$ cat config.mk
export PLATFORM = sky130hd
export DESIGN_NAME = uart_irq_gate
export DESIGN_NICKNAME = d
export VERILOG_FILES = /design/src/rtl/uart_irq_pkg.sv /design/src/rtl/uart_irq_cfg.sv /design/src/rtl/uart_irq_thre.sv /design/src/rtl/uart_irq_prio.sv /design/src/rtl/uart_irq_gate.sv
export SDC_FILE = /design/constraint.sdc
export NUM_CORES = 1
export LEC_CHECK = 0
export ABC_AREA = 1
export ABC_CLOCK_PERIOD_IN_PS = 800
export BUFFER_PORTS_ARGS = -buffer_cell sky130_fd_sc_hd__buf_2
export CORE_AREA = 2 2 39 41
export DETAILED_ROUTE_END_ITERATION = 12
export DIE_AREA = 0 0 41 43
export PLACE_DENSITY = 0.53
export SYNTH_ARGS = -nofsm -noshare
export SYNTH_HDL_FRONTEND = slang
export SYNTH_SLANG_ARGS = --single-unit
export TNS_END_PERCENT = 100
$ cat constraint.sdc
create_clock -name clk_i -period 0.8 [get_ports clk_i]
set_input_delay 0.04 -clock clk_i [delete_from_list [all_inputs] [get_ports clk_i]]
set_output_delay 0.04 -clock clk_i [all_outputs]
set_load 0.03 [all_outputs]
$ cat src/rtl/uart_irq_pkg.sv
package uart_irq_pkg;
  localparam int NUM_SRC = 4;
  localparam int CODE_W  = 3;

  // index = priority rank, 0 highest
  typedef enum logic [1:0] {
    SRC_RXERR = 2'd0,
    SRC_RXAVL = 2'd1,
    SRC_THRE  = 2'd2,
    SRC_MODEM = 2'd3
  } src_e;

  localparam logic [CODE_W-1:0] ID_NONE = 3'b001;

  function automatic logic [CODE_W-1:0] src_code(input int rank);
    case (rank)
      0:       return 3'b110;
      1:       return 3'b100;
      2:       return 3'b010;
      default: return 3'b000;
    endcase
  endfunction

  // position of each source in the enable register
  function automatic int ier_pos(input int rank);
    case (rank)
      0:       return 2;
      1:       return 0;
      2:       return 1;
      default: return 3;
    endcase
  endfunction
endpackage

$ cat src/rtl/uart_irq_cfg.sv
module uart_irq_cfg #(
  parameter int DATA_W  = 8,
  parameter int IER_W   = 4,
  parameter int DRV_BIT = 3
) (
  input  logic              clk_i,
  input  logic              rst_ni,
  input  logic [DATA_W-1:0] wdata_i,
  input  logic              ier_we_i,
  input  logic              ctl_we_i,
  output logic [IER_W-1:0]  ier_o,
  output logic              drv_o
);
  always_ff @(posedge clk_i or negedge rst_ni) begin
    if (!rst_ni) begin
      ier_o <= '0;
      drv_o <= 1'b0;
    end else begin
      if (ier_we_i) ier_o <= wdata_i[IER_W-1:0];
      if (ctl_we_i) drv_o <= wdata_i[DRV_BIT];
    end
  end

  AST_IER_HOLD: assert property (@(posedge clk_i) disable iff (!rst_ni)
    !ier_we_i |=> $stable(ier_o));
  AST_DRV_HOLD: assert property (@(posedge clk_i) disable iff (!rst_ni)
    !ctl_we_i |=> $stable(drv_o));
endmodule

$ cat src/rtl/uart_irq_thre.sv
module uart_irq_thre (
  input  logic clk_i,
  input  logic rst_ni,
  input  logic set_i,
  input  logic wr_clr_i,
  input  logic rd_i,
  input  logic shown_i,
  output logic pend_o
);
  logic clr;
  assign clr = wr_clr_i | (rd_i & shown_i);

  always_ff @(posedge clk_i or negedge rst_ni) begin
    if (!rst_ni)     pend_o <= 1'b0;
    else if (set_i)  pend_o <= 1'b1;   // new event wins
    else if (clr)    pend_o <= 1'b0;
  end

  AST_THRE_SET: assert property (@(posedge clk_i) disable iff (!rst_ni)
    set_i |=> pend_o);
  AST_THRE_CLR: assert property (@(posedge clk_i) disable iff (!rst_ni)
    (wr_clr_i && !set_i) |=> !pend_o);
  AST_THRE_HOLD: assert property (@(posedge clk_i) disable iff (!rst_ni)
    (!set_i && !wr_clr_i && !rd_i) |=> $stable(pend_o));
endmodule

$ cat src/rtl/uart_irq_prio.sv
module uart_irq_prio
  import uart_irq_pkg::*;
(
  input  logic              clk_i,
  input  logic              rst_ni,
  input  logic [NUM_SRC-1:0] req_i,  // by rank, bit 0 highest
  input  logic [NUM_SRC-1:0] en_i,
  output logic [CODE_W-1:0]  id_o,
  output logic               any_o
);
  logic [NUM_SRC-1:0] act;
  logic [NUM_SRC:0]   free;          // no higher rank active
  logic [CODE_W-1:0]  part [NUM_SRC+1];

  assign act     = req_i & en_i;
  assign free[0] = 1'b1;
  assign part[0] = ID_NONE;

  for (genvar g = 0; g < NUM_SRC; g++) begin : g_rank
    assign free[g+1] = free[g] & ~act[g];
    assign part[g+1] = (free[g] & act[g]) ? src_code(g) : part[g];
  end

  assign id_o  = part[NUM_SRC];
  assign any_o = ~free[NUM_SRC];

  AST_TOP_WINS: assert property (@(posedge clk_i) disable iff (!rst_ni)
    act[0] |-> id_o == 3'b110);
  AST_NONE_CODE: assert property (@(posedge clk_i) disable iff (!rst_ni)
    (act == '0) |-> id_o == ID_NONE);
endmodule

$ cat src/rtl/uart_irq_gate.sv
module uart_irq_gate
  import uart_irq_pkg::*;
#(
  parameter int DATA_W  = 8,
  parameter int IER_W   = 4,
  parameter int DRV_BIT = 3
) (
  input  logic              clk_i,
  input  logic              rst_ni,
  input  logic [DATA_W-1:0] reg_wdata_i,
  input  logic              ier_we_i,
  input  logic              ctl_we_i,
  input  logic              rx_err_i,
  input  logic              rx_avail_i,
  input  logic              tx_empty_set_i,
  input  logic              modem_chg_i,
  input  logic              thr_wr_i,
  input  logic              iid_rd_i,
  output logic              irq_o,
  output logic              irq_oe_o,
  output logic              gpo_o,
  output logic [CODE_W-1:0] iid_o
);
  logic [IER_W-1:0]   ier;
  logic               drv;
  logic               thre_pend;
  logic               any;
  logic [NUM_SRC-1:0] req, en;

  uart_irq_cfg #(.DATA_W(DATA_W), .IER_W(IER_W), .DRV_BIT(DRV_BIT)) u_cfg (
    .clk_i, .rst_ni, .wdata_i(reg_wdata_i), .ier_we_i, .ctl_we_i,
    .ier_o(ier), .drv_o(drv)
  );

  uart_irq_thre u_thre (
    .clk_i, .rst_ni, .set_i(tx_empty_set_i), .wr_clr_i(thr_wr_i),
    .rd_i(iid_rd_i), .shown_i(iid_o == src_code(int'(SRC_THRE))),
    .pend_o(thre_pend)
  );

  assign req[SRC_RXERR] = rx_err_i;
  assign req[SRC_RXAVL] = rx_avail_i;
  assign req[SRC_THRE]  = thre_pend;
  assign req[SRC_MODEM] = modem_chg_i;

  for (genvar g = 0; g < NUM_SRC; g++) begin : g_en
    assign en[g] = ier[ier_pos(g)];
  end

  uart_irq_prio u_prio (
    .clk_i, .rst_ni, .req_i(req), .en_i(en), .id_o(iid_o), .any_o(any)
  );

  assign irq_oe_o = drv;
  assign gpo_o    = ~drv;
  assign irq_o    = drv & any;

  AST_DRV_FOLLOWS: assert property (@(posedge clk_i) disable iff (!rst_ni)
    ctl_we_i |=> (irq_oe_o == $past(reg_wdata_i[DRV_BIT])) &&
                 (gpo_o == !$past(reg_wdata_i[DRV_BIT])));
  AST_HIZ_QUIET: assert property (@(posedge clk_i) disable iff (!rst_ni)
    !irq_oe_o |-> !irq_o);
  AST_IRQ_IID: assert property (@(posedge clk_i) disable iff (!rst_ni)
    irq_oe_o |-> (irq_o == !iid_o[0]));
endmodule

==> run summary <==
result of the run - finished, violations left
violated checks - negative setup slack
Tightest Hold Check Type - in2reg
HP Start - reg_wdata_i[1]
arrival time worst endpoint - 1.10 ns
fraction of the yosys area taken by sequential cells - 54.3%
H-tree lvl count - 1
antenna viol nets, final - 0
global-route wire length before repair - 1060 um
initial drt markers - 0
pin count of the biggest net entering global routing - 7
synthesized netlist cell count - 29
portion of total power attributed to sequential cells - 36.4%
power density of the placed cells - 1840 mW/mm^2
final worst-path cycle share - 142%
Max-Slew Margin vs Limit - 91.0%
CTS clk-pin slew, worst paths - 0.05 ns
DRC errors left - 0
vertical extent of the die - 43 um
clock tree skew after final layout - 0.00192 ns
worst slack at placement - -0.144 ns
clock tree buffer depth - 2
initial antenna violation count - 0
maximum capacitance violations - 0
Initial Util - 20.0%
Final Max Tran Viols - 0
cell types with the largest area share after synthesis - sky130_fd_sc_hd__dfrtp_1 54%, sky130_fd_sc_hd__mux2_1 16%, sky130_fd_sc_hd__nand2_1 11%, sky130_fd_sc_hd__inv_1 5.4%, sky130_fd_sc_hd__nor2_1 2.7%
Worst Setup End Kind - primary output
CP Cell Sequence - nand2_2, nand2_2, nor2_4, nor2_4, buf_6
slack of the worst reg-to-reg path - 0.01 ns
crit path from - u_thre.pend_o$_DFFE_PN0P_
Post-synth EDFFs - 0
post-synthesis register bit count - 6
Post-CTS Setup Inserts - 0
post-synth net total - 47
average via count per standard cell - 3.83
cts bufs inserted - 3
delay-heaviest family, CP - flip-flops
sum of overflow across all layers after global routing - 0
final sum of negative setup slack - -1.33 ns
vias post-DR - 276
fill cell total of the finished layout - 144
TritonCTS clock tree - built
GRT Overall Usage - 9.81%
Clock Tree Root - sky130_fd_sc_hd__clkbuf_4
timing-limited maximum frequency - 0.878 GHz
total iterations of the first detailed-routing run - 1
overall die width - 41 um
HPWL after detailed placement - 529 um
Rows - 14
Ys Warns - 0
Cell Int Power - 670 uW
vias in the first global route - 295
final-stage net count - 75
Netlist Area Pre-Place - 277 um^2
switching part of the total power - 31.0%
peak fanout along the critical path - 3
final period demand of the worst path - 1.14 ns
final count of negative-setup-slack endpoints - 6
number of library cell types mapped by synthesis - 10
layout-stage area growth over the synthesis result - 91.0%
kind of start point of the critical path - register
Total Die Area - 0.00176 mm^2
fraction of final layout cells with drive strength greater than 1 - 58.9%
post-detailed-route wirelength per cell - 8.75 um
switching pwr - 301 uW
top cells by instance count after synthesis - 8 x sky130_fd_sc_hd__nand2_1, 6 x sky130_fd_sc_hd__dfrtp_1, 4 x sky130_fd_sc_hd__inv_1, 4 x sky130_fd_sc_hd__mux2_1, 2 x sky130_fd_sc_hd__nor2_1
clock latency of the later-clocked register in the worst-skew pair - 0.24 ns
buffers and inverters on the worst path - 1
power share of the clock group - 31.3%
data required time of the worst path - 0.76 ns
combinational share of power - 32.3%
count of endpoints failing hold in the final timing report - 0
critical path's slowest cell - sky130_fd_sc_hd__dfrtp_1
GPL Wtd Cong - 0.643
Post-synth top flop - sky130_fd_sc_hd__dfrtp_1
Core Footprint - 0.00138 mm^2
slew at the pin with the worst max-slew slack - 0.136 ns
Pwr Total - 971 uW
library cell with the largest summed area after synthesis - sky130_fd_sc_hd__dfrtp_1
ys async rst share - 100%
CP max stage delay - 0.38 ns
num ports - 24
area share of the largest cell type after synthesis - 54.3%
diodes inserted - 0
Post-Route WL - 630 um
unrepaired setup endpoints after global routing - true
synthesized area divided by synthesized cell count - 9.54 um^2
maximum ir drop on the vdd rail - 0.556 mV
number of buffers added on ports - 19
cell with the most instances after synthesis - sky130_fd_sc_hd__nand2_1
clock sink count - 6
Worst Path Class, Setup - reg2out
leakage - 0.000268 uW
fin worst setup slack - -0.339 ns
origin of the critical flop-to-flop path - u_cfg.ier_o[2]$_DFFE_PN0P_
-- logic make-up after synthesis --
group / share of synthesized area, %
compound gates: 3.62
simple gates: 20.4
flops: 54.3
mux: 16.3
buf+inv: 5.43
-- power by group through the flow --
| stage | combinational [uW] | sequential (uW) | clock, uW |
|---|---|---|---|
| floorplan | 158 | 362 | 0 |
| global placement | 254 | 355 | 0 |
| detailed placement | 256 | 357 | 0 |
| CTS | 314 | 354 | 322 |
| global route | 341 | 356 | 348 |
| finish | 313 | 354 | 304 |
-- flip-flops by register name (all words and copies together) (netlist names) --
name and count:
u_cfg.drv_o 1, u_cfg.ier_o 4, u_thre.pend_o 1
-- cell usage in the layout (no fill, tap or decap) --
cell / instances
sky130_fd_sc_hd__dfrtp_1: 5
sky130_fd_sc_hd__o21ai_2: 1
sky130_fd_sc_hd__nand2_2: 4
sky130_fd_sc_hd__mux2_1: 4
sky130_fd_sc_hd__nor2_1: 1
sky130_fd_sc_hd__buf_4: 1
sky130_fd_sc_hd__buf_6: 6
sky130_fd_sc_hd__buf_2: 13
sky130_fd_sc_hd__clkbuf_1: 1
sky130_fd_sc_hd__dfrtp_2: 1
sky130_fd_sc_hd__nor2_4: 2
sky130_fd_sc_hd__dlygate4sd3_1: 3
sky130_fd_sc_hd__o21ai_1: 1
sky130_fd_sc_hd__nand2_4: 1
sky130_fd_sc_hd__inv_1: 3
sky130_fd_sc_hd__inv_4: 1
sky130_fd_sc_hd__nand2_1: 4
sky130_fd_sc_hd__clkbuf_4: 3
sky130_fd_sc_hd__nand4_1: 1
-- path summary, 6_finish.rpt --
check | to | depth (start not counted)
min | u_cfg.ier_o[1]$_DFFE_PN0P_ | 2
max | irq_o | 5
max reg2reg | u_thre.pend_o$_DFFE_PN0P_ | 4
min in group asynchronous | u_cfg.ier_o[3]$_DFFE_PN0P_ | 2
min reg2reg | u_cfg.ier_o[3]$_DFFE_PN0P_ | 1
max in group asynchronous | u_cfg.drv_o$_DFFE_PN0P_ | 2
-- area by class of cell --
cell class                 instances  area (um^2)  area share [%]
timing repair buffer              23          170            32.2
tap                               16         20.0            3.79
inverter                           4         17.5            3.32
sequential                         6          151            28.7
multi-input combinational         19          143            27.0
clock buffer                       4         26.3            4.98
-- per-stage QoR --
step / cells / util, % / cell area (um^2) / hold WS (ns)
6_report: 72 / 38.2 / 528 / 0.0144
5_1_grt: 72 / 38.2 / 528 / 0.0122
4_1_cts: 72 / 37.9 / 524 / 0.00634
3_5_place_dp: 65 / 31.0 / 429 / -0.129
3_3_place_gp: 65 / 31.0 / 429 / -0.129
2_1_floorplan: 29 / - / 307 / -0.256
-- what timing repair did --
action                                 4_1_cts  5_1_grt
resized for setup                           13        1
setup endpoints to repair                    7        9
pin swaps                                    6        0
endpoints found under the hold margin        8        0
hold buffers                                 3        0
-- metal layers --
layer	wire length, um	up-vias	part of all wire [%]	track usage [%]
li1	-	146	-	-
met1	239	124	38	9.54
met2	373	6	59	13.8
met3	17	0	2.7	3.14
met4	0	0	0	12.0
met5	0	-	0	0
No activity file was read; power rests on OpenSTA's default activity.
